==> config.mk <==
export PLATFORM = sky130hd
export DESIGN_NAME = vwr_slot_fifo
export DESIGN_NICKNAME = d
export VERILOG_FILES = /design/src/rtl/vwr_slot_fifo.sv
export SDC_FILE = /design/constraint.sdc
export NUM_CORES = 1
export LEC_CHECK = 0
export BUFFER_PORTS_ARGS = -buffer_cell sky130_fd_sc_hd__buf_2
export CAP_MARGIN = 10
export CORE_UTILIZATION = 57
export DETAILED_ROUTE_END_ITERATION = 8
export PLACE_DENSITY = 0.79
export SKIP_LAST_GASP = 1
export SLEW_MARGIN = 10
export SYNTH_ARGS = -nofsm -noshare
export SYNTH_HDL_FRONTEND = slang
export SYNTH_SLANG_ARGS = --single-unit
==> constraint.sdc <==
create_clock -name clk -period 3.35 [get_ports clk]
set_input_delay 0 -clock clk [delete_from_list [all_inputs] [get_ports clk]]
set_output_delay 0 -clock clk [all_outputs]
set_load 0.03 [all_outputs]
==> src/rtl/vwr_slot_fifo.sv <==
module vwr_slot_fifo #(
  parameter int DW = 16,
  parameter int DEPTH = 4,
  parameter int LINE_CYCLES = 3420,
  localparam int PW = $clog2(LINE_CYCLES),
  localparam int AW = $clog2(DEPTH),
  localparam int CW = $clog2(DEPTH + 1)
) (
  input  logic          clk,
  input  logic          rst_n,
  input  logic          wide_mode,
  input  logic          byte_mode,
  input  logic          push,
  input  logic [DW-1:0] push_data,
  output logic          wait_o,
  output logic          full,
  output logic          empty,
  output logic [PW-1:0] line_pos,
  output logic          mem_wr,
  output logic [DW-1:0] mem_wdata
);
  localparam int NN = 16;
  localparam int NW = 18;
  localparam int N_OFF [NN] = '{230, 510, 810, 970, 1130, 1450, 1610, 1770,
                                2090, 2250, 2410, 2730, 2890, 3050, 3350, 3370};
  localparam int W_OFF [NW] = '{352, 820, 948, 1076, 1332, 1460, 1588, 1844, 1972,
                                2100, 2356, 2484, 2612, 2868, 2996, 3124, 3364, 3380};

  logic [PW-1:0] pos_q;
  logic          wide_q;
  logic          half_q;
  logic [CW-1:0] count_q;
  logic [AW-1:0] rd_q, wr_q;
  logic [DW-1:0] ring [DEPTH];
  logic          hit_n, hit_w, slot_hit, busy, retire, accept;

  always_comb begin
    hit_n = 1'b0;
    for (int i = 0; i < NN; i++)
      if (int'(pos_q) == N_OFF[i]) hit_n = 1'b1;
  end

  always_comb begin
    hit_w = 1'b0;
    for (int i = 0; i < NW; i++)
      if (int'(pos_q) == W_OFF[i]) hit_w = 1'b1;
  end

  assign slot_hit  = wide_q ? hit_w : hit_n;
  assign busy      = (count_q != '0);
  assign retire    = slot_hit && busy && (!byte_mode || half_q);
  assign full      = (count_q == CW'(DEPTH));
  assign empty     = !busy;
  assign wait_o    = push && full && !retire;
  assign accept    = push && !wait_o;
  assign mem_wr    = retire;
  assign mem_wdata = ring[rd_q];
  assign line_pos  = pos_q;

  always_ff @(posedge clk) begin
    if (!rst_n) begin
      pos_q   <= '0;
      wide_q  <= 1'b0;
      half_q  <= 1'b0;
      count_q <= '0;
      rd_q    <= '0;
      wr_q    <= '0;
    end else begin
      pos_q  <= (pos_q == PW'(LINE_CYCLES - 1)) ? '0 : pos_q + PW'(1);
      wide_q <= wide_mode;
      if (!busy || !byte_mode)
        half_q <= 1'b0;
      else if (slot_hit)
        half_q <= !half_q;
      if (accept) wr_q <= wr_q + AW'(1);
      if (retire) rd_q <= rd_q + AW'(1);
      count_q <= count_q + CW'(accept) - CW'(retire);
    end
  end

  always_ff @(posedge clk)
    if (accept) ring[wr_q] <= push_data;
endmodule

==> results.json <==
{
  "synth_largest_area_cell": "sky130_fd_sc_hd__edfxtp_1",
  "total_leakage_power_nw": 1.74,
  "maxSlewViolCount": 0,
  "number_of_different_library_cells_in_the_post_synthesis_netlist": 46,
  "dpl-instance-area_um2": 4220,
  "fin_crit_ns": 3.11,
  "buffer_ports.inserted": 52,
  "setup_viol": 0,
  "timing.fmax_ghz": 0.321,
  "fin_hold_ws_ns": 0.0316,
  "power.switching_fraction": 0.269,
  "synthToLayoutAreaGrowth_pct": 20.7,
  "vias_per_cell": 5.61,
  "worst_ep_required_time_ns": 3.59,
  "postSynthAreaPerCell_um2": 14.5,
  "holdCritPathClass": "primary input to flop",
  "min_period_over_period": 0.930,
  "clock_power_share": 0.299,
  "cts-buffers-inserted": 9,
  "finalPower_w": 0.00257,
  "detail_route.wirelength_um": 6990,
  "grt_antenna_before_repair": 0,
  "drt-wirelength-per-cell_um": 16.3,
  "grt_residual_overflow": 0,
  "dr_iter_0_viols": 198,
  "first_pass_grt_wire_length_um": 11200,
  "run_status": "finished with violations",
  "postSynth.asyncResetShare": 0,
  "cts.htree.levels": 3,
  "post_route_antenna_net_violation_count": 0,
  "cts_tree": "yes",
  "floorplan.io_pins": 53,
  "drc_errors": 13,
  "worst_ir_drop_vdd_v": 0.000285,
  "cts.root.buffer_cell": "sky130_fd_sc_hd__clkbuf_8",
  "synthCells": 266,
  "via_count": 2412,
  "worstSetupEndpointType": "flop",
  "crit_fanout": 5,
  "worst_skew_pair.late_latency_ns": 0.35,
  "synth-seq-cells": 87,
  "worst_setup_hold_path_clk_slew_ns": 0.08,
  "timing.critical_path.max_delay_family": "compound AO/OA/AOI/OAI gates",
  "initial_utilization": 0.599,
  "clock_skew_ns": 0.00582,
  "tightest_slew_ns": 0.714,
  "postLayoutCellArea_um2": 4640,
  "postSynth.topFlopCell": "sky130_fd_sc_hd__edfxtp_1",
  "synth_most_common_cell": "sky130_fd_sc_hd__edfxtp_1",
  "yosysTopAreaCellShare": 0.500,
  "p_sw_w": 0.000691,
  "place_inst": 393,
  "cts_repair_resize_count": 0,
  "nNetsFinal": 379,
  "failing_checks": "design-rule violations",
  "worst_slack_ns": 0.235,
  "slew_headroom": 0.523,
  "crit_chain": "inv_1 > ha_1 > and3b_1 > a41oi_2 > o211ai_1 > a311oi_2 > a211oi_4 > buf_4 > o21bai_1 > ha_1 > inv_1 > fa_1 > xnor2_1 > xnor2_1 > and2_1",
  "dr.pass1.iters": 6,
  "power.sequential.fraction": 0.512,
  "synth_top_cells_by_area": "sky130_fd_sc_hd__edfxtp_1 50%, sky130_fd_sc_hd__dfxtp_1 12%, sky130_fd_sc_hd__mux4_2 9.4%",
  "max_cap_viol_count": 0,
  "place.detailed.hpwl_um": 4530,
  "critical_path.slowest_cell": "sky130_fd_sc_hd__dfxtp_1",
  "nFillCells": 437,
  "power.internal_w": 0.00188,
  "post_layout_nonfiller_instances": 430,
  "synth_area_um2": 3850,
  "die-area_um2": 7080,
  "timing_hold_violations_final": 0,
  "clock_sinks": 87,
  "first_global_vias": 2381,
  "overall_global_routing_resource_usage": 0.211,
  "synthTopCellsByCount": "64 x sky130_fd_sc_hd__edfxtp_1, 23 x sky130_fd_sc_hd__dfxtp_1, 19 x sky130_fd_sc_hd__nor2_1, 16 x sky130_fd_sc_hd__mux4_2, 16 x sky130_fd_sc_hd__nand2_1",
  "arrival_ns": 3.36,
  "worst_setup_sp_type": "flop",
  "synth_edf_count": 64,
  "critical_path.n_buffers_inverters": 3,
  "num_antenna_cells": 0,
  "synth_fp_nets": 296,
  "multi_input_comb_area_um2": 1350,
  "synth-seq-area-share": 0.619,
  "die_h_um": 84.2,
  "width_of_the_die_um": 84.2,
  "areal_power_density_over_the_cells_nw_per_um2": 554,
  "place.gp.congestion": 0.945,
  "critPathMaxStageDelay_ns": 0.40,
  "worst_slack_after_detailed_placement_ns": 0.256,
  "ff_latch_area_um2": 2380,
  "yosys_warnings": 0,
  "clockBufferDepth": 2,
  "combPwrFrac": 0.189,
  "grt_start_max_net_pins": 17,
  "core_region_area_um2": 6420,
  "std_cell_rows": 29,
  "final_layout_size_suffix_gt1_frac": 0.297,
  "worstSetupPathType": "flop to flop"
}
[cell usage in the layout, fill, tap and decap left out, drive strengths merged, types with 5 or more instances in the layout]
cell,n
nand2,16
and2,6
nor3b,5
nor2,19
clkbuf,9
nor2b,9
ha,8
dfxtp,23
dlygate4sd3,19
edfxtp,64
nor3,7
mux4,16
o21ai,5
nand3,7
xnor2,8
inv,7
buf,69
xor2,8
[flip-flops by register name, indices dropped and copies added, names as in the netlist, named ones only]
name and cells:
rd_q 2, count_q 3, ring 64, half_q 1, wide_q 1, line_pos 12, wr_q 2
[worst min-delay path: cells and delay by family]
| family | cells | cell delay (ns) |
|---|---|---|
| buffers and inverters | 1 | 0.18 |
| multiplexers | 1 | 0.05 |
| AND/OR/NAND/NOR | 1 | 0.09 |
[path summary, 6_finish.rpt]
check / slack [ns] / to / depth (start not counted) / start
setup / recovery: 0.24 / count_q[2] / 15 / line_pos[0]
hold / removal: 0.03 / wr_q[1] / 3 / rst_n
setup reg to reg: 0.24 / count_q[2] / 15 / line_pos[0]
hold reg to reg: 0.49 / line_pos[0] / 1 / line_pos[0]
[logic make-up after synthesis]
group           after synthesis  synth area share
xor+xnor                     16            0.0364
flops                        87             0.619
buf+inv                      23            0.0302
compound gates               21            0.0501
mux                          19             0.101
simple gates                 91             0.131
fa+ha+maj                     9            0.0312
[per-layer routing]
metal	global-route usage	share of wire
met1	0.260	0.42
met2	0.359	0.51
met3	0.0570	0.055
met4	0.0799	0.017
met5	0	0
[repair_timing]
action | 4_1_cts | 5_1_grt
hold buffers | 19 | 0
endpoints found under the setup margin | 0 | 1
endpoints found under the hold margin | 66 | 0
buffers inserted | 0 | 3
[through the flow]
step	utilization	TNS [ns]
after global placement	0.657	0
after global routing	0.723	-0.0146
after floorplan	-	0
final	0.723	0
after CTS	0.719	0
after detailed placement	0.657	0
[power by group through the flow]
stage	Combinational, W	Clock (W)	Sequential, W
floorplan	0.000336	0	0.00133
global placement	0.000458	0	0.00133
detailed placement	0.000468	0	0.00134
CTS	0.000485	0.000784	0.00132
global route	0.000521	0.000828	0.00133
finish	0.000487	0.000769	0.00132
[layout make-up]
type / count / share of cell area
Sequential cell: 87 / 0.513
Multi-Input combinational cell: 156 / 0.291
Timing Repair Buffer: 88 / 0.125
Clock buffer: 9 / 0.0267
Tap cell: 77 / 0.0208
Clock inverter: 6 / 0.0186
Inverter: 7 / 0.00566
No activity file was read; power rests on OpenSTA's default activity.
